File: src/rtl/wdt_pkg.sv
package wdt_pkg;

    localparam int DATA_W   = 8;
    localparam int RATE_W   = 3;
    localparam int POS_WIN  = 7;
    localparam int POS_DBG  = 6;
    localparam int POS_MASK = 5;

    localparam logic ADDR_CTL = 1'b0;
    localparam logic ADDR_SVC = 1'b1;

    localparam logic [DATA_W-1:0] KEY_ARM  = 8'h55;
    localparam logic [DATA_W-1:0] KEY_FIRE = 8'hAA;

    typedef struct packed {
        logic              win_en;
        logic              dbg_stop;
        logic [RATE_W-1:0] rate;
    } wdt_cfg_t;

    typedef enum logic [1:0] {
        SVC_ARM,
        SVC_FIRE,
        SVC_BAD
    } svc_kind_t;

    function automatic svc_kind_t classify(input logic [DATA_W-1:0] d);
        if (d == KEY_ARM)
            return SVC_ARM;
        else if (d == KEY_FIRE)
            return SVC_FIRE;
        else
            return SVC_BAD;
    endfunction

    function automatic logic [DATA_W-1:0] cfg_view(input wdt_cfg_t c);
        logic [DATA_W-1:0] r;
        r = '0;
        r[POS_WIN]      = c.win_en;
        r[POS_DBG]      = c.dbg_stop;
        r[RATE_W-1:0]   = c.rate;
        return r;
    endfunction

endpackage

File: src/rtl/wdt_cfg_reg.sv
module wdt_cfg_reg
    import wdt_pkg::*;
(
    input  logic              clk,
    input  logic              rst,
    input  logic              special_mode,
    input  logic              wr,
    input  logic [DATA_W-1:0] wdata,
    output wdt_cfg_t          cfg,
    output logic              restart
);

    wdt_cfg_t cfg_q, cfg_d;
    logic     locked_q, locked_d;
    logic     field_ok;
    logic     unused_rsvd;

    assign unused_rsvd = ^wdata[4:3];

    always_comb begin
        cfg_d    = cfg_q;
        locked_d = locked_q;
        restart  = 1'b0;
        field_ok = 1'b0;
        if (wr) begin
            field_ok = !wdata[POS_MASK] && (special_mode || !locked_q);
            if (field_ok) begin
                cfg_d.win_en = special_mode ? wdata[POS_WIN]
                                            : (cfg_q.win_en | wdata[POS_WIN]);
                if (wdata[RATE_W-1:0] != '0) begin
                    cfg_d.rate = wdata[RATE_W-1:0];
                    restart    = 1'b1;
                end
                if (!special_mode)
                    locked_d = 1'b1;
            end
            cfg_d.dbg_stop = special_mode ? wdata[POS_DBG]
                                          : (cfg_q.dbg_stop | wdata[POS_DBG]);
            if (!cfg_q.dbg_stop && cfg_d.dbg_stop)
                restart = 1'b1;
        end
    end

    always_ff @(posedge clk) begin
        if (rst) begin
            cfg_q    <= '0;
            locked_q <= 1'b0;
        end else begin
            cfg_q    <= cfg_d;
            locked_q <= locked_d;
        end
    end

    assign cfg = cfg_q;

    AST_LOCK_KEEPS_RATE: assert property (@(posedge clk) disable iff (rst)
        (locked_q && !special_mode) |=> ($stable(cfg_q.rate) && $stable(cfg_q.win_en)));

    AST_MASK_KEEPS_FIELDS: assert property (@(posedge clk) disable iff (rst)
        (wr && wdata[POS_MASK]) |=> ($stable(cfg_q.rate) && $stable(locked_q)));

    AST_DBG_STICKY: assert property (@(posedge clk) disable iff (rst)
        (cfg_q.dbg_stop && !special_mode) |=> cfg_q.dbg_stop);

endmodule

File: src/rtl/wdt_period_counter.sv
module wdt_period_counter
    import wdt_pkg::*;
#(
    parameter int BASE_LOG2 = 6,
    parameter int STEP_LOG2 = 2
) (
    input  logic              clk,
    input  logic              rst,
    input  logic [RATE_W-1:0] rate,
    input  logic              restart,
    input  logic              freeze,
    output logic              timeout,
    output logic              window_open
);

    localparam int RATE_MAX = (1 << RATE_W) - 1;
    localparam int CNT_W    = BASE_LOG2 + STEP_LOG2 * (RATE_MAX - 1);

    logic [CNT_W-1:0] cnt_q;
    logic [CNT_W:0]   period;
    logic [CNT_W-1:0] last_val;
    logic [CNT_W-1:0] win_start;
    logic             enabled;
    int               shift;

    always_comb begin
        enabled   = (rate != '0);
        shift     = enabled ? (BASE_LOG2 + STEP_LOG2 * (int'(rate) - 1)) : BASE_LOG2;
        period    = {{CNT_W{1'b0}}, 1'b1} << shift;
        last_val  = CNT_W'(period - 1'b1);
        win_start = CNT_W'(period - (period >> 2));
    end

    assign timeout     = enabled && !freeze && !restart && (cnt_q == last_val);
    assign window_open = enabled && (cnt_q >= win_start);

    always_ff @(posedge clk) begin
        if (rst || restart || !enabled)
            cnt_q <= '0;
        else if (!freeze)
            cnt_q <= timeout ? '0 : cnt_q + 1'b1;
    end

    AST_EXPIRY_ONCE: assert property (@(posedge clk) disable iff (rst)
        timeout |=> !timeout);

    AST_FREEZE_HOLDS: assert property (@(posedge clk) disable iff (rst)
        (freeze && !restart && enabled) |=> $stable(cnt_q));

    AST_RESTART_ZERO: assert property (@(posedge clk) disable iff (rst)
        restart |=> (cnt_q == '0));

endmodule

File: src/rtl/wdt_service_seq.sv
module wdt_service_seq
    import wdt_pkg::*;
(
    input  logic              clk,
    input  logic              rst,
    input  logic              wr,
    input  logic [DATA_W-1:0] wdata,
    input  logic              enabled,
    input  logic              win_en,
    input  logic              window_open,
    input  logic              disarm,
    output logic              fault,
    output logic              kick
);

    svc_kind_t kind;
    logic      armed_q;
    logic      too_early;

    always_comb begin
        kind      = classify(wdata);
        too_early = win_en && !window_open;
        fault     = wr && enabled &&
                    (too_early || (kind == SVC_BAD) || (kind == SVC_FIRE && !armed_q));
        kick      = wr && enabled && !fault && (kind == SVC_FIRE);
    end

    always_ff @(posedge clk) begin
        if (rst || !enabled || disarm || fault || kick)
            armed_q <= 1'b0;
        else if (wr && kind == SVC_ARM)
            armed_q <= 1'b1;
    end

    AST_KICK_DISARMS: assert property (@(posedge clk) disable iff (rst)
        kick |=> !armed_q);

endmodule

File: src/rtl/wdt_window_guard.sv
module wdt_window_guard
    import wdt_pkg::*;
#(
    parameter int BASE_LOG2 = 6,
    parameter int STEP_LOG2 = 2
) (
    input  logic              clk,
    input  logic              rst,
    input  logic              special_mode,
    input  logic              debug_active,
    input  logic              bus_wr,
    input  logic              bus_addr,
    input  logic [DATA_W-1:0] bus_wdata,
    output logic [DATA_W-1:0] bus_rdata,
    output logic              reset_req
);

    wdt_cfg_t cfg;
    logic     ctl_wr, svc_wr;
    logic     cfg_restart, cnt_restart;
    logic     timeout, window_open;
    logic     fault, kick;
    logic     freeze;
    logic     reset_req_q;

    assign ctl_wr = bus_wr && (bus_addr == ADDR_CTL);
    assign svc_wr = bus_wr && (bus_addr == ADDR_SVC);
    assign freeze = cfg.dbg_stop && debug_active;
    assign cnt_restart = cfg_restart || kick || fault;

    wdt_cfg_reg u_cfg (
        .clk          (clk),
        .rst          (rst),
        .special_mode (special_mode),
        .wr           (ctl_wr),
        .wdata        (bus_wdata),
        .cfg          (cfg),
        .restart      (cfg_restart)
    );

    wdt_period_counter #(
        .BASE_LOG2 (BASE_LOG2),
        .STEP_LOG2 (STEP_LOG2)
    ) u_cnt (
        .clk         (clk),
        .rst         (rst),
        .rate        (cfg.rate),
        .restart     (cnt_restart),
        .freeze      (freeze),
        .timeout     (timeout),
        .window_open (window_open)
    );

    wdt_service_seq u_svc (
        .clk         (clk),
        .rst         (rst),
        .wr          (svc_wr),
        .wdata       (bus_wdata),
        .enabled     (cfg.rate != '0),
        .win_en      (cfg.win_en),
        .window_open (window_open),
        .disarm      (cfg_restart || timeout),
        .fault       (fault),
        .kick        (kick)
    );

    always_ff @(posedge clk) begin
        if (rst)
            reset_req_q <= 1'b0;
        else
            reset_req_q <= timeout || fault;
    end

    assign reset_req = reset_req_q;
    assign bus_rdata = (bus_addr == ADDR_CTL) ? cfg_view(cfg) : '0;

    AST_DISABLED_SILENT: assert property (@(posedge clk) disable iff (rst)
        (cfg.rate == '0) |=> !reset_req);

    AST_EARLY_SERVICE: assert property (@(posedge clk) disable iff (rst)
        (svc_wr && cfg.rate != '0 && cfg.win_en && !window_open) |=> reset_req);

    AST_BAD_KEY: assert property (@(posedge clk) disable iff (rst)
        (svc_wr && cfg.rate != '0 && classify(bus_wdata) == SVC_BAD) |=> reset_req);

    AST_RESERVED_ZERO: assert property (@(posedge clk) disable iff (rst)
        (bus_addr == ADDR_CTL) |-> (bus_rdata[5:3] == 3'b000));

endmodule

File: config.mk
export PLATFORM = sky130hd
export DESIGN_NAME = wdt_window_guard
export DESIGN_NICKNAME = d
export VERILOG_FILES = /design/src/rtl/wdt_pkg.sv /design/src/rtl/wdt_cfg_reg.sv /design/src/rtl/wdt_period_counter.sv /design/src/rtl/wdt_service_seq.sv /design/src/rtl/wdt_window_guard.sv
export SDC_FILE = /design/constraint.sdc
export NUM_CORES = 1
export LEC_CHECK = 0
export ABC_AREA = 1
export BUFFER_PORTS_ARGS = -buffer_cell sky130_fd_sc_hd__buf_2
export CAP_MARGIN = 40
export CORE_AREA = 2 2 152 95
export CTS_CLUSTER_DIAMETER = 30
export DETAILED_ROUTE_END_ITERATION = 7
export DIE_AREA = 0 0 154 97
export SLEW_MARGIN = 15
export SYNTH_ARGS = -nofsm -noshare
export SYNTH_HDL_FRONTEND = slang
export SYNTH_SLANG_ARGS = --single-unit
File: constraint.sdc
create_clock -name clk -period 16.8 [get_ports clk]
set_input_delay 3.36 -clock clk [delete_from_list [all_inputs] [get_ports clk]]
set_output_delay 3.36 -clock clk [all_outputs]
set_load 0.1 [all_outputs]
==> flow_metrics.tcl <==
set metrics [dict create \
    clk_pin_slew_worst_paths_ns 0.08 \
    synth_area_leaders "ha_1, dfxtp_1, nand2_1" \
    diodes 0 \
    start_kind "input pin" \
    maxSlewHeadroom 0.507 \
    hpwl_mm 6.87 \
    synthXorXnorAreaFrac 0.0658 \
    final-hold-violation-count 0 \
    clock.fmax_mhz 135 \
    nets 587 \
    period_needed_ns 7.42 \
    cp_max_fo 8 \
    fin_ws_ns 9.38 \
    post_synth_and_or_nand_nor_area_fraction 0.402 \
    root_buffer "clkbuf_16" \
    period_share 0.442 \
    yosysWarnings 0 \
    worstRegToRegCells 35 \
    fin_skew_ns 0.00661 \
    tightest_slew_ns 0.733 \
    max-vdd-ir-drop_mv 0.0465 \
    crit_end "bus_rdata[1]" \
    grt_pass1_wl_mm 13.3 \
    core_um2 13400 \
    vias_per_cell 4.30 \
    synth_compound_area_frac 0.0680 \
    antenna_found_initial 0 \
    drive_gt1_frac 0.132 \
    track_usage 0.110 \
    synth_most_common_cell "nand2_1" \
    holdPathStages 2 \
    synthCells 501 \
    die_height_um 97 \
    cts-buffers-inserted 3 \
    area_delta_synth_final_pct 11.4 \
    status "complete, no violations" \
    synthFlopType "dfxtp_1" \
    cts-resized-gates 0 \
    p_leak_nw 1.86 \
    cp.arrival_ns 4.06 \
    hold_buffers 0 \
    io_buffers 19 \
    worstPathRequired_ns 13.44 \
    clock_latency_ns 0.28 \
    timing.setup.tns_ns 0 \
    p_total_uw 213 \
    place_area_um2 3600 \
    yosys.area.top_type_share 0.188 \
    r2r-start "u_cfg.cfg[0]" \
    grt_pass1_vias 2577 \
    synthTopCellsByCount "nand2_1, inv_1, nor2_1, ha_1, nand3_1" \
    htree_levels 1 \
    initial_core_util 0.248 \
    vias 2991 \
    io_pins 23 \
    rsz0062_at_grt "no" \
    first_pass_iters 5 \
    synth_cell_type_count 40 \
    wire_per_inst_um 11.7 \
    design_area_um2 3710 \
    synth_top_family_by_area "simple AND/OR/NAND/NOR gates" \
    reg2reg_to "u_cnt.cnt_q[5]" \
    ys_seq_elements 26 \
    syn_area_um2 3330 \
    postCtsSetupBuffers 0 \
    rrSetupSlack_ns 10.28 \
    cp-end-kind "output port" \
    synth_edf_count 0 \
    clock-sinks 26 \
    fp.dieW_um 154 \
    powerDensity_nw_per_um2 57.3 \
    critPathKind "input pin to output port" \
    syn_avg_cell_area_um2 6.65 \
    drt_wl_total_mm 8.13 \
    final_antenna_net_count 0 \
    drtIter0Drc 247 \
    overflow 0 \
    synth_top_cell_by_area "ha_1" \
    hold_class "flip-flop to flip-flop" \
    max_cap_viol_count 0 \
    setup_viol 0 \
    grt_max_degree 19 \
    drcViolationCount 0 \
    synthMuxAreaShare 0 \
    place_ws_ns 9.37 \
    startpoint "bus_addr" \
    seq_area_frac_synth 0.156 \
    die_area_um2 14900 \
    synthAdderAreaFrac 0.194 \
    finalWeightedCongestion 0.851 \
    slew_viol_final 0 \
    cts_buffer_depth 2 \
    row_count 33 \
    synthArstFlopShare 0 \
    cts_tree "done" \
]
per-layer routing:
layer | wire length, um | global-route usage | vias up
li1 | - | - | 1606
met2 | 2670 | 0.133 | 52
met5 | 0 | 0 | -
met3 | 357 | 0.0228 | 4
met4 | 34 | 0.0129 | 0
met1 | 5060 | 0.191 | 1329
cell type report:
class | count | area [um^2]
timing repair buffer | 20 | 100
clock inverter | 1 | 30.0
multi-input combinational | 385 | 2440
clock buffer | 3 | 75.1
inverter | 86 | 325
fill | 1490 | 9710
sequential | 26 | 520
tap | 175 | 219
cell usage in the layout, fill, tap and decap left out, types with 4 or more instances in the layout:
| cell | count |
|---|---|
| nor2_4 | 11 |
| nor4_1 | 4 |
| a21oi_1 | 21 |
| nand2_4 | 6 |
| buf_2 | 20 |
| nor3_1 | 6 |
| nand3_1 | 34 |
| nand4_1 | 6 |
| nand2_1 | 124 |
| ha_1 | 50 |
| nand2_2 | 8 |
| o21bai_1 | 5 |
| inv_1 | 79 |
| nor2_1 | 53 |
| xor2_1 | 22 |
| inv_2 | 6 |
| dfxtp_1 | 26 |
| o21ai_0 | 5 |
worst max-delay path: stages:
cell    delay [ns]
buf_2         0.16
nor2_1        0.11
buf_2         0.43
worst min path at each step:
stage	from	slack, ns	to
5_1_grt	u_cfg.locked_q	0.53	u_cfg.locked_q
3_3_place_gp	u_cfg.locked_q	0.46	u_cfg.locked_q
4_1_cts	u_cfg.cfg[4]	0.49	u_cfg.cfg[4]
6_report	u_cfg.cfg[4]	0.49	u_cfg.cfg[4]
2_1_floorplan	u_cfg.locked_q	0.44	u_cfg.locked_q
3_5_place_dp	u_cfg.cfg[4]	0.48	u_cfg.cfg[4]
where the power goes:
| group | internal, mW | switching, mW | total, mW | leakage [nW] |
|---|---|---|---|---|
| registers | 0.0623 | 0.000764 | 0.0630 | 0.210 |
| clock network | 0.0476 | 0.0259 | 0.0735 | 0.0511 |
| logic | 0.0240 | 0.0521 | 0.0760 | 1.60 |
| total | 0.134 | 0.0787 | 0.213 | 1.86 |
sequential cells by signal, indices dropped and copies added, names as in the netlist:
register	flops
u_cnt.cnt_q	18
u_cfg.cfg	5
u_cfg.locked_q	1
u_svc.armed_q	1
reset_req	1
stage by stage:
step | hold slack (ns) | instances | utilization
floorplan | 0.437 | 503 | -
global placement | 0.457 | 691 | 0.268
detailed placement | 0.481 | 692 | 0.269
CTS | 0.493 | 696 | 0.276
global route | 0.527 | 696 | 0.276
finish | 0.492 | 696 | 0.276
logic make-up after synthesis:
logic type / after synthesis
adder cells (fa/ha/maj): 51
other: 1
flip-flops: 26
buffers and inverters: 92
AO/OA/AOI/OAI: 39
XOR/XNOR: 25
AND/OR/NAND/NOR: 267
(Power assumes the default switching activity.)
